$ cat config.mk
export PLATFORM = sky130hd
export DESIGN_NAME = sdram_pwrup_seq
export DESIGN_NICKNAME = d
export VERILOG_FILES = /design/src/rtl/sdram_pwrup_pkg.sv /design/src/rtl/sdram_pwrup_timer.sv /design/src/rtl/sdram_pwrup_drive.sv /design/src/rtl/sdram_pwrup_seq.sv
export SDC_FILE = /design/constraint.sdc
export NUM_CORES = 1
export LEC_CHECK = 0
export ABC_AREA = 1
export ABC_CLOCK_PERIOD_IN_PS = 2250
export BUFFER_PORTS_ARGS = -buffer_cell sky130_fd_sc_hd__buf_2
export CORE_AREA = 2 2 64 66
export DETAILED_ROUTE_END_ITERATION = 8
export DIE_AREA = 0 0 66 68
export PLACE_DENSITY = 0.82
export SLEW_MARGIN = 20
export SYNTH_ARGS = -nofsm -noshare
export SYNTH_HDL_FRONTEND = slang
export SYNTH_SLANG_ARGS = --single-unit
export TNS_END_PERCENT = 100
$ cat constraint.sdc
create_clock -name clk -period 2.25 [get_ports clk]
set_input_delay 0 -clock clk [delete_from_list [all_inputs] [get_ports clk]]
set_output_delay 0 -clock clk [all_outputs]
set_load 0.01 [all_outputs]
$ cat src/rtl/sdram_pwrup_pkg.sv
package sdram_pwrup_pkg;

  // {cs_n, ras_n, cas_n, we_n}
  typedef enum logic [3:0] {
    CMD_NOP = 4'b0111,
    CMD_PRE = 4'b0010,
    CMD_REF = 4'b0001,
    CMD_LMR = 4'b0000
  } sd_cmd_e;

  typedef enum logic [2:0] {
    ST_IDLE,
    ST_PRE,
    ST_REF,
    ST_MRS,
    ST_LOAD,
    ST_DONE
  } seq_st_e;

  // Mode word assembled from its fields
  function automatic logic [9:0] mrs_word(input logic [2:0] burst_len,
                                          input logic       burst_interleave,
                                          input logic [2:0] cas_lat,
                                          input logic [1:0] op_mode,
                                          input logic       single_write);
    return {single_write, op_mode, cas_lat, burst_interleave, burst_len};
  endfunction

  function automatic int max_of(input int a, input int b);
    return (a > b) ? a : b;
  endfunction

endpackage

$ cat src/rtl/sdram_pwrup_timer.sv
module sdram_pwrup_timer #(
  parameter int CNT_W = 14
) (
  input  logic             clk,
  input  logic             rst,
  input  logic             load,
  input  logic [CNT_W-1:0] load_val,
  output logic             expired
);
  logic [CNT_W-1:0] cnt_q;

  always_ff @(posedge clk) begin
    if (rst)                cnt_q <= '0;
    else if (load)          cnt_q <= load_val;
    else if (cnt_q != '0)   cnt_q <= cnt_q - 1'b1;
  end

  assign expired = (cnt_q == '0);
endmodule

$ cat src/rtl/sdram_pwrup_drive.sv
module sdram_pwrup_drive
  import sdram_pwrup_pkg::*;
#(
  parameter int ADDR_W = 12,
  parameter int BA_W   = 2,
  parameter int REFI_W = 13
) (
  input  logic              clk,
  input  logic              rst,
  input  sd_cmd_e           cmd,
  input  logic [ADDR_W-1:0] addr,
  input  logic              cke_set,
  input  logic              refi_ld,
  input  logic [REFI_W-1:0] refi_in,
  input  logic              done_in,
  output logic              cke_o,
  output logic              cs_n_o,
  output logic              ras_n_o,
  output logic              cas_n_o,
  output logic              we_n_o,
  output logic [BA_W-1:0]   ba_o,
  output logic [ADDR_W-1:0] addr_o,
  output logic              refi_load_o,
  output logic [REFI_W-1:0] refi_val_o,
  output logic              init_done_o
);
  logic              cke_q, load_q, done_q;
  logic [3:0]        pins_q;
  logic [ADDR_W-1:0] addr_q;
  logic [REFI_W-1:0] refi_q;

  always_ff @(posedge clk) begin
    if (rst) begin
      cke_q  <= 1'b0;
      pins_q <= CMD_NOP;
      addr_q <= '0;
      load_q <= 1'b0;
      refi_q <= '0;
      done_q <= 1'b0;
    end else begin
      if (cke_set) cke_q <= 1'b1;
      pins_q <= cmd;
      addr_q <= addr;
      load_q <= refi_ld;
      if (refi_ld) refi_q <= refi_in;
      done_q <= done_in;
    end
  end

  assign cke_o       = cke_q;
  assign {cs_n_o, ras_n_o, cas_n_o, we_n_o} = pins_q;
  assign ba_o        = '0;
  assign addr_o      = addr_q;
  assign refi_load_o = load_q;
  assign refi_val_o  = refi_q;
  assign init_done_o = done_q;
endmodule

$ cat src/rtl/sdram_pwrup_seq.sv
module sdram_pwrup_seq
  import sdram_pwrup_pkg::*;
#(
  parameter int ADDR_W = 12,
  parameter int BA_W   = 2,
  parameter int REFI_W = 13,
  parameter int T_WAIT = 10000,
  parameter int T_RP   = 2,
  parameter int T_RC   = 7,
  parameter int T_MRD  = 2,
  parameter int N_REF  = 8
) (
  input  logic              clk,
  input  logic              rst,
  input  logic [REFI_W-1:0] refi_cnt_i,
  output logic              cke_o,
  output logic              cs_n_o,
  output logic              ras_n_o,
  output logic              cas_n_o,
  output logic              we_n_o,
  output logic [BA_W-1:0]   ba_o,
  output logic [ADDR_W-1:0] addr_o,
  output logic              refi_load_o,
  output logic [REFI_W-1:0] refi_val_o,
  output logic              init_done_o
);
  localparam int GAP_MAX = max_of(max_of(T_WAIT, T_RC), max_of(T_RP, T_MRD));
  localparam int CNT_W   = $clog2(GAP_MAX + 1);
  localparam int REF_W   = $clog2(N_REF + 1);
  localparam logic [9:0] MODE_WORD = mrs_word(3'b000, 1'b0, 3'b010, 2'b00, 1'b1);

  seq_st_e           st_q, st_d;
  logic [REF_W-1:0]  ref_q, ref_d;
  logic              act_fire;   // gap timer has run out: current step may act
  logic              gap_ld;
  logic [CNT_W-1:0]  gap_val;
  sd_cmd_e           cmd;
  logic [ADDR_W-1:0] addr_c;
  logic              cke_set, refi_ld, done_now;

  sdram_pwrup_timer #(.CNT_W(CNT_W)) u_gap (
    .clk      (clk),
    .rst      (rst),
    .load     (gap_ld),
    .load_val (gap_val),
    .expired  (act_fire)
  );

  always_comb begin
    st_d    = st_q;
    ref_d   = ref_q;
    cmd     = CMD_NOP;
    addr_c  = '0;
    cke_set = 1'b0;
    refi_ld = 1'b0;
    gap_val = '0;
    if (act_fire) begin
      unique case (st_q)
        ST_IDLE: begin
          cke_set = 1'b1;
          gap_val = CNT_W'(T_WAIT - 1);
          st_d    = ST_PRE;
        end
        ST_PRE: begin
          cmd        = CMD_PRE;
          addr_c[10] = 1'b1;
          gap_val    = CNT_W'(T_RP - 1);
          ref_d      = '0;
          st_d       = ST_REF;
        end
        ST_REF: begin
          cmd     = CMD_REF;
          gap_val = CNT_W'(T_RC - 1);
          if (ref_q == REF_W'(N_REF - 1)) st_d = ST_MRS;
          else                            ref_d = ref_q + 1'b1;
        end
        ST_MRS: begin
          cmd     = CMD_LMR;
          addr_c  = ADDR_W'(MODE_WORD);
          gap_val = CNT_W'(T_MRD - 1);
          st_d    = ST_LOAD;
        end
        ST_LOAD: begin
          refi_ld = 1'b1;
          st_d    = ST_DONE;
        end
        default: ;
      endcase
    end
  end

  assign gap_ld   = act_fire && (st_q != ST_DONE);
  assign done_now = (st_q == ST_DONE);

  always_ff @(posedge clk) begin
    if (rst) begin
      st_q  <= ST_IDLE;
      ref_q <= '0;
    end else begin
      st_q  <= st_d;
      ref_q <= ref_d;
    end
  end

  sdram_pwrup_drive #(.ADDR_W(ADDR_W), .BA_W(BA_W), .REFI_W(REFI_W)) u_drv (
    .clk         (clk),
    .rst         (rst),
    .cmd         (cmd),
    .addr        (addr_c),
    .cke_set     (cke_set),
    .refi_ld     (refi_ld),
    .refi_in     (refi_cnt_i),
    .done_in     (done_now),
    .cke_o       (cke_o),
    .cs_n_o      (cs_n_o),
    .ras_n_o     (ras_n_o),
    .cas_n_o     (cas_n_o),
    .we_n_o      (we_n_o),
    .ba_o        (ba_o),
    .addr_o      (addr_o),
    .refi_load_o (refi_load_o),
    .refi_val_o  (refi_val_o),
    .init_done_o (init_done_o)
  );
endmodule

### Word-level counts from Yosys, hierarchy flattened

Index checks and enable logic that the tools add are counted.

* add/subtract/negate cells: 2
* $mul: 0
* divide/modulo/power cells: 0
* magnitude comparators: 0
* equality and inequality tests: 9
* shift-type cells: 0
* mux-type cells: 15
* bitwise operators: 1
* reduce and logical (&&, ||, !) cells: 11

Operator list (count)
* two-way mux 14 bit: 3
* case mux 14 bit (3 select lines): 1
* case mux 3 bit (5 select lines): 1
* zero test 14 bit: 1
* nonzero test 14 bit: 1
* subtractor 14 x 1 -> 14 bit, second input constant: 1
* two-way mux 10 bit: 1
* case mux 3 bit (3 select lines): 1
* case mux 4 bit (2 select lines): 1
* equality test 3 x 2 -> 1 bit, second input constant: 2
* equality test 3 bit, second input constant: 2
* AND reduction 3 bit: 2
* two-way mux 1 bit: 5
* nonzero test 5 bit: 1
* adder 4 x 1 -> 4 bit, second input constant: 1
* equality test 4 x 3 -> 1 bit, second input constant: 1
* two-way mux 4 bit: 1
* != test 2 bit, second input constant: 2
* nonzero test 2 bit: 2
* OR reduction 2 bit: 2
* equality test 3 x 1 -> 1 bit, second input constant: 1
* zero test 3 bit: 1
* two-way mux 3 bit: 1
* != test 3 bit, second input constant: 1
* 2 further kinds: 2

* register bits after elaboration: 53
* bits in latches: 0
* memory bits (writable): 0
* memory bits (read-only): 0
* input port bits: 15
* output and inout bits: 34
* word-level logic and storage cells: 48
* memories kept: 0

### Depth between registers and ports, before layout

Gate-level depths: netlist (run 1).

* depth after elaboration: 5
* gate-level depth with buffers: 10
* mapped depth without buffers: 9

### Modules after synthesis

A second synthesis (run 1) with hierarchy kept.

* cells, all modules: 375
* area, all modules: 2581.2 um^2

By module, submodules not included
* sdram_pwrup_drive: times used 1, cells each 142, area an instance 1106.1 um^2, seq. area each 640.6 um^2
* sdram_pwrup_timer: times used 1, cells each 158, area an instance 1003.5 um^2, seq. area each 280.3 um^2
* sdram_pwrup_seq: times used 1, cells each 75, area an instance 471.7 um^2, seq. area each 140.1 um^2

### Worst setup path before layout (run 1)

OpenSTA, ideal clock, no wires.

* path type: flip-flop to flip-flop
* start: reg u_gap.cnt_q[0]
* end: reg u_drv.refi_q[12] (netlist: u_drv.refi_val_o[12])
* library setup time: 136 ps
* data arrival time: 1318 ps
* required time: 2114 ps
* slack: 795 ps
* stages on the path, launching flop included: 11
* buffers on the path: 1
* period minus slack after synthesis: 1455 ps
* path through: dfxtp_1 inv_1 ha_1 nand2_2 nor2_8 nand2_4 inv_2 nand2_2 buf_2 nand2_1 a21oi_2

* word-level cells in the longest chain between the ends: 2

Ends and longest elaborated chain
* from (decl): RTL line sdram_pwrup_timer.sv:10 `logic [CNT_W-1:0] cnt_q;`
* from (signal assigned): RTL line sdram_pwrup_timer.sv:14 `else if (load) cnt_q <= load_val;`
* from (signal assigned): RTL line sdram_pwrup_timer.sv:15 `else if (cnt_q != '0) cnt_q <= cnt_q - 1'b1;`
* zero test 14 bit: RTL line sdram_pwrup_timer.sv:18 `assign expired = (cnt_q == '0);`
* two-way mux 1 bit: RTL line sdram_pwrup_seq.sv:57 `if (act_fire) begin`
* to (signal assigned): RTL line sdram_pwrup_drive.sv:45 `if (refi_ld) refi_q <= refi_in;`
* to (decl): RTL line sdram_pwrup_drive.sv:30 `logic [REFI_W-1:0] refi_q;`

No other way between the ends.
A chain may end at the register's enable or synchronous reset.

### Worst setup path after layout (run 1)

* start: reg u_gap.cnt_q[0]
* end: reg u_drv.refi_q[8] (netlist: u_drv.refi_val_o[8])

Same word-level chain as after synthesis.

==> results of run 1 <==
-- path summary, 6_finish.rpt --
kind	start	endpoint	cells past startpoint
max reg2reg	u_gap.cnt_q[0]	u_drv.refi_val_o[8]	9
min	rst	u_gap.cnt_q[1]	4
min reg2reg	u_drv.cke_o	u_drv.cke_o	2
max	u_gap.cnt_q[0]	u_drv.refi_val_o[8]	9
-- layout make-up --
type | count | share of cell area (%)
clock buffers | 6 | 3.34
clock inverters | 2 | 0.506
inverters | 30 | 4.55
multi-input cells | 209 | 42.3
flip-flops and latches | 42 | 34.0
well taps | 50 | 2.53
repair buffers | 50 | 12.8
-- per-layer routing --
metal / share of wire, % / track usage, %
met2: 52 / 39.0
met3: 5.1 / 6.41
met1: 42 / 26.4
met4: 1.1 / 6.38
met5: 0 / 0
-- worst max-delay path, cell delays in order, from the launching register on --
cell and delay [ns]:
dfxtp_1 0.32, inv_1 0.10, ha_1 0.20, nand2_2 0.12, nor2_8 0.20, nand2_4 0.08
inv_2 0.15, nand2_2 0.21, nand2_1 0.14, a21oi_2 0.06
-- flip-flops by register name, indices dropped and copies added (netlist names) --
register,count
ref_q,4
st_q,3
u_drv.addr_o,2
u_drv.cke_o,1
u_drv.init_done_o,1
u_drv.pins_q,3
u_drv.refi_load_o,1
u_drv.refi_val_o,13
u_gap.cnt_q,14
-- stage by stage --
step	area (µm²)	setup WS (ns)	power, mW
after global routing	2470	0.463	2.94
after CTS	2470	0.583	2.70
final	2470	0.563	2.69
after floorplan	2150	0.795	2.00
after detailed placement	2250	0.597	2.18
after global placement	2250	0.651	2.14
-- power by group through the flow --
| stage | Combinational (mW) | Clock (mW) | Sequential [mW] |
|---|---|---|---|
| after global routing | 1.39 | 0.549 | 1.00 |
| after global placement | 1.14 | 0 | 0.997 |
| after floorplan | 1.02 | 0 | 0.978 |
| after detailed placement | 1.18 | 0 | 0.999 |
| final | 1.20 | 0.503 | 0.983 |
| after CTS | 1.20 | 0.511 | 0.982 |
-- cell usage after synthesis, drive strengths merged --
cell type	n
nand2	84
dfxtp	42
nor2	37
a21oi	31
inv	29
nand3	26
buf	20
nand4	6
o21ai	4
ha	2
xnor2	2
xor2	2
and2	1
clkbuf	1
clkinv	1
conb	1
o211ai	1
or2	1
-- kinds of logic (layout without fill, tap and decap cells) --
family                   Yosys count  after routing  share of synthesized area (%)
AO/OA/AOI/OAI                     36             36                           10.4
XOR/XNOR                           4              4                           1.66
adder cells (fa/ha/maj)            2              2                           1.18
buffers and inverters             51             88                           12.6
flip-flops                        42             42                           39.8
other                              1             12                          0.178
AND/OR/NAND/NOR                  155            155                           34.1
==> reports/results.ini, run 1 <==
[run_status]
status=finished clean

[timing]
setup_violations=0
hold_ws_ns=0.125
finalCritPeriodShare_pct=75.0
rsz0062_at_grt=false
skew_ns=0.00609
min_period_ns=1.69
hold_viol_final=0
fin_setup_tns_ns=0
fmax_mhz=593
finalMaxSlewViolations=0

[yosys]
ys_seq_area_share_pct=39.8
synth_top_area_share_pct=39.8
synth_area_leader_cell=dfxtp_1
ys_warn_count=0
avgSynthCellArea_um2=7.26
synth_area_um2=2110
synth_area_leaders=dfxtp_1 40%, nand2_1 14%, nand3_1 5.9%
synth_cells=291
ys_types=29
yosys_register_bits=42

[clocking]
htree_levels=2
postCtsResizedCells=0
cts_sinks=42
clk_latency_ns=0.30
clk_path_buf_depth=2
hold_buffers=13
cts_setup_buffers=0
clkTransAtPathRegs_ns=0.08
root_buffer=clkbuf_8
cts_tree=done
cts_buffers=5

[setup_path]
worstSetupPathType=reg -> reg
critical_path.max_fanout=14
endpoint_kind=flip-flop
reg2reg_slack_ns=0.56
critPathLaunchType=flip-flop
cp.arrival_ns=1.87
required_ns=2.43

[global_routing]
grt_max_degree=29
grt_pass1_wl_um=7680
grt_pass1_vias=1744
antenna_found_initial=0
overflow=0
grt_util_all_layers_pct=22.1

[finish]
nets=355
instances_no_fill=389
final_common_cell=nand2_1
multiInputGateArea_um2=1050
layout_common_cells=78 x nand2_1, 42 x dfxtp_1, 36 x buf_2
syn_to_final_growth_pct=17.2
antennaDiodeCount=0
fin_util_pct=64.2
ff_latch_area_um2=841
fillers=336
drive_above_1_share_pct=22.1

[floorplan]
fp-row-count=23
coreArea_um2=3860
start_util_pct=54.8
die_x_um=66
die_area_um2=4490
ios=49
chipHeight_um=68

[power_and_ir_drop]
combPwrFrac_pct=44.7
p_int_mw=1.53
swShare_pct=43.2
ir_drop_mv=0.592
leakage_nw=1.12
p_clk_share_pct=18.7
switching_power_mw=1.16
power.density_nw_per_um2=1090
seqPwrFrac_pct=36.6

[route]
dr.pass1.iters=5
drc=0
wire_per_inst_um=11.7
drtIter0Drc=84
postRouteAntennaNets=0
drt_wl_total_um=4570
via_per_inst=4.99
vias=1943

[place]
io_buffers=36
routabilityCongestion=0.826
place_inst=368
hpwl_um=3070

[flow_run]
cap_violations=0

[worst_hold_path]
hold_path.class=in -> reg

No activity file was read; power rests on OpenSTA's default activity.
==> run 2, diff against run 1 <==
ABC_CLOCK_PERIOD_IN_PS = 1500   (was 2250)
CORE_AREA = 2 2 70 72   (was 2 2 64 66)
DIE_AREA = 0 0 72 74   (was 0 0 66 68)
PLACE_DENSITY = 0.73   (was 0.82)
clock period = 1.5 ns   (was 2.25 ns; I/O delays follow)
==> reports/results.ini, run 2 (synthesized netlist as in run 1, its figures left out) <==
[timing]
finalMaxSlewViolations=0
finalCritPeriodShare_pct=96.6
hold_viol_final=0
fmax_mhz=690
setup_violations=0
skew_ns=0.00759
min_period_ns=1.45

[setup_path]
critical_path.max_fanout=6
required_ns=1.69
worst-r2r-cell-count=10
endpoint_kind=flip-flop
worstReg2RegEnd=u_gap.cnt_q[8]
cp.arrival_ns=1.64
worstSetupPathType=reg -> reg
reg2reg_slack_ns=0.05
timing.rr.start=u_gap.cnt_q[1]
critPathLaunchType=flip-flop

[finish]
largest_reg_flops=14
layout_common_cells=74 x nand2_1, 39 x dfxtp_1, 36 x buf_2
nets=374
syn_to_final_growth_pct=29.1
instances_no_fill=412
drive_above_1_share_pct=29.6
final_common_cell=nand2_1
regMostFlops=u_gap.cnt_q
fin_util_pct=59.3
antennaDiodeCount=0

[route]
wire_per_inst_um=11.6
via_per_inst=4.83
drt-met1-wl_um=2040
dr.pass1.iters=5
route.met2.wl_um=2470
drt_wl_total_um=4780
drtIter0Drc=106
postRouteAntennaNets=0
highest_layer=met4
drc=0
wl_met3_um=201
vias=1988

[place]
io_buffers=36
place_inst=385
routabilityCongestion=0.825
hpwl_um=3070

[floorplan]
coreArea_um2=4600
chipHeight_um=74
fp-row-count=25
die_area_um2=5330
die_x_um=72
ios=49
start_util_pct=45.9

[run_status]
status=finished clean

[flow_run]
cap_violations=0

[clocking]
clk_latency_ns=0.30
root_buffer=clkbuf_8
clkTransAtPathRegs_ns=0.08
cts_tree=done
htree_levels=2
clk_path_buf_depth=2
cts_sinks=42
cts_buffers=5

[global_routing]
antenna_found_initial=0
grt_max_degree=29
grt_pass1_wl_um=7820
grt_pass1_vias=1858
grt_util_all_layers_pct=18.4
overflow=0

[worst_hold_path]
min_path_cells=4
hold_path.class=in -> reg
worst_hold_startpoint=rst
worstHoldEndpoint=u_gap.cnt_q[1]

[power_and_ir_drop]
power_mw=4.74
ir_drop_mv=0.940
power.density_nw_per_um2=1740
leakage_nw=1.26

[run 2: cell count changes in the layout (fill, tap and decap cells not counted), sizes merged]
cell / delta
buf: +19
clkinv: -1
clkbuf: -1
bufinv: +1
clkinvlp: +1
[run 2: worst max path at each step]
stage / start / to / depth (start not counted)
final: u_gap.cnt_q[1] / u_gap.cnt_q[8] / 10
after global routing: u_gap.cnt_q[1] / u_gap.cnt_q[8] / 10
after CTS: u_gap.cnt_q[0] / ref_q[1] / 10
after detailed placement: u_gap.cnt_q[0] / ref_q[1] / 10
after floorplan: u_gap.cnt_q[0] / u_drv.refi_val_o[12] / 10
after global placement: u_gap.cnt_q[0] / u_drv.refi_val_o[8] / 9
[run 2: routing by layer]
layer	vias up	GRT usage (%)
li1	1030	-
met1	899	21.6
met2	50	33.4
met3	9	4.20
met4	0	5.87
met5	-	0
[run 2: layout make-up]
type,count,area (µm²)
multi-input combinational,209,1100
clock buffer,5,68.8
timing repair buffer,69,485
fill,407,1870
sequential,42,845
tap,54,67.6
clock inverter,3,45.0
inverter,30,115
[run 2: what timing repair did]
| item | in CTS | in global routing |
|---|---|---|
| endpoints found under the setup margin | 17 | 35 |
| resized for setup | 0 | 19 |
| pin swaps | 1 | 7 |
| hold buffers | 13 | 0 |
| hold endpoints to repair | 13 | 0 |
| setup buffers | 2 | 4 |
[run 2: metrics by stage]
stage | hold slack, ns | instance area (µm²) | worst slack [ns] | setup TNS (ns)
finish | 0.128 | 2730 | 0.0507 | 0
global route | 0.145 | 2730 | -0.0547 | -0.213
CTS | 0.135 | 2620 | 0.000315 | 0
detailed placement | 0.261 | 2360 | -0.0135 | -0.0348
global placement | 0.253 | 2360 | 0.0124 | 0
floorplan | 0.143 | 2150 | 0.0453 | 0
[run 2: where the power goes]
group	leakage, nW	internal [mW]	switching [mW]
Sequential	0.342	1.31	0.174
Combinational	0.867	0.996	1.36
Clock	0.0504	0.495	0.411
Total	1.26	2.80	1.94
[run 2: critical path: stages (launching register included)]
cell,delay [ns]
dfxtp_2,0.33
inv_2,0.08
ha_4,0.15
nand2_4,0.07
nor2_8,0.17
buf_4,0.14
nand4_1,0.08
nand2_1,0.13
inv_1,0.05
nand2_1,0.08
nand2_1,0.06
==> run 3, diff against run 2 <==
RECOVER_POWER = 100   (was default)
==> reports/results.ini, run 3 (synthesized netlist as in run 1, its figures left out) <==
[floorplan]
ios=49
die_area_um2=5330
coreArea_um2=4600
die_x_um=72
fp-row-count=25
chipHeight_um=74
start_util_pct=45.9

[finish]
ff_latch_area_um2=845
drive_above_1_share_pct=23.5
layout_common_cells=74 x nand2_1, 39 x dfxtp_1, 26 x nor2_1
instances_no_fill=412
fin_util_pct=58.7
final_common_cell=nand2_1
final_cell_area_um2=2700
largest_reg_flops=14
syn_to_final_growth_pct=27.8
fillers=423
antennaDiodeCount=0
regMostFlops=u_gap.cnt_q
nets=374
multiInputGateArea_um2=1100

[route]
drc=0
dr.pass1.iters=4
via_per_inst=4.82
drtIter0Drc=96
drt_wl_total_um=4780
vias=1984
postRouteAntennaNets=0
wire_per_inst_um=11.6

[power_and_ir_drop]
leakage_nw=1.17
seqPwrFrac_pct=31.3
switching_power_mw=1.94
p_int_mw=2.79
power_mw=4.74
ir_drop_mv=0.940
power.density_nw_per_um2=1750
swShare_pct=41.0
p_clk_share_pct=19.1
combPwrFrac_pct=49.6

[place]
io_buffers=36
routabilityCongestion=0.825
hpwl_um=3070
dpl_worst_slack_ns=-0.0135
place_inst=385
dpl_cell_area_um2=2360

[timing]
hold_viol_final=0
skew_ns=0.00749
fmax_mhz=688
fin_setup_tns_ns=0
finalCritPeriodShare_pct=96.9
setup_violations=0
setup_slack_ns=0.0463
finalMaxSlewViolations=0
hold_ws_ns=0.127
min_period_ns=1.45

[run_status]
status=finished clean

[setup_path]
endpoint_kind=flip-flop
required_ns=1.69
worstSetupPathType=reg -> reg
crit_family=simple AND/OR/NAND/NOR gates
critical_path.max_fanout=6
cp_common_cell=nand2_1
cp.arrival_ns=1.65
cp_num_buf_inv=3
slowest_delay_ns=0.33
critPathLaunchType=flip-flop
crit_path_top_delay_cell=dfxtp_2
path_cells=inv_2, ha_4, nand2_4, nor2_8, buf_4, nand4_1, nand2_1, inv_1, nand2_1, nand2_1

[global_routing]
grt.busiest_layer=met2
grt_max_degree=29
grt_pass1_wl_um=7820
grtUsageMet2_pct=33.4
antenna_found_initial=0
use_met1_pct=21.6
grt_pass1_vias=1858
grtUsageMet3_pct=4.20
overflow=0
grt_util_all_layers_pct=18.4

[clocking]
clk_path_buf_depth=2
cts_buffers=5
cts_tree=done
htree_levels=2
root_buffer=clkbuf_8
clk_latency_ns=0.30
cts_sinks=42
clkTransAtPathRegs_ns=0.08

[flow_run]
cap_violations=0

[worst_hold_path]
hold_path.class=in -> reg

run 3: changes by cell type in the layout (fill, tap and decap cells not counted), sizes merged:
cell | previous run | this run
buf | 56 | 34
clkbuf | 5 | 27
run 3: cell type report:
class / instances / area share [%]
multi-input cells: 209 / 40.8
clock inverters: 3 / 1.67
flip-flops and latches: 42 / 31.3
well taps: 54 / 2.50
repair buffers: 69 / 17.0
inverters: 30 / 4.27
clock buffers: 5 / 2.55
run 3: final timing paths:
kind | depth (start not counted) | start | to | slack [ns]
setup / recovery | 10 | u_gap.cnt_q[1] | u_gap.cnt_q[8] | 0.05
hold / removal | 4 | rst | u_gap.cnt_q[1] | 0.13
hold reg to reg | 2 | u_drv.cke_o | u_drv.cke_o | 0.46
setup reg to reg | 10 | u_gap.cnt_q[1] | u_gap.cnt_q[8] | 0.05
run 3: power groups by stage:
stage          sequential (mW)  combinational [mW]  clock, mW
5_1_grt                   1.51                2.65      0.957
4_1_cts                   1.46                2.12      0.920
3_3_place_gp              1.48                2.01          0
6_report                  1.48                2.35      0.907
2_1_floorplan             1.47                1.53          0
3_5_place_dp              1.49                2.04          0
run 3: repair_timing:
item                                    4_1_cts  5_1_grt
hold endpoints to repair                     13        0
hold buffers                                 13        0
gates resized for setup                       0       19
buffers inserted                              2        4
pin swaps                                     1        7
gates cloned                                  0        0
endpoints found under the setup margin       17       35
run 3: worst min-delay path, stage by stage:
cell      delay [ns]
buf_2           0.10
clkinv_1        0.17
nand2_1         0.08
inv_1           0.04
run 3: metal layers:
metal	up-vias	wire, µm
met5	-	0
met4	0	65
met3	8	150
met2	41	2480
met1	905	2090
li1	1030	-
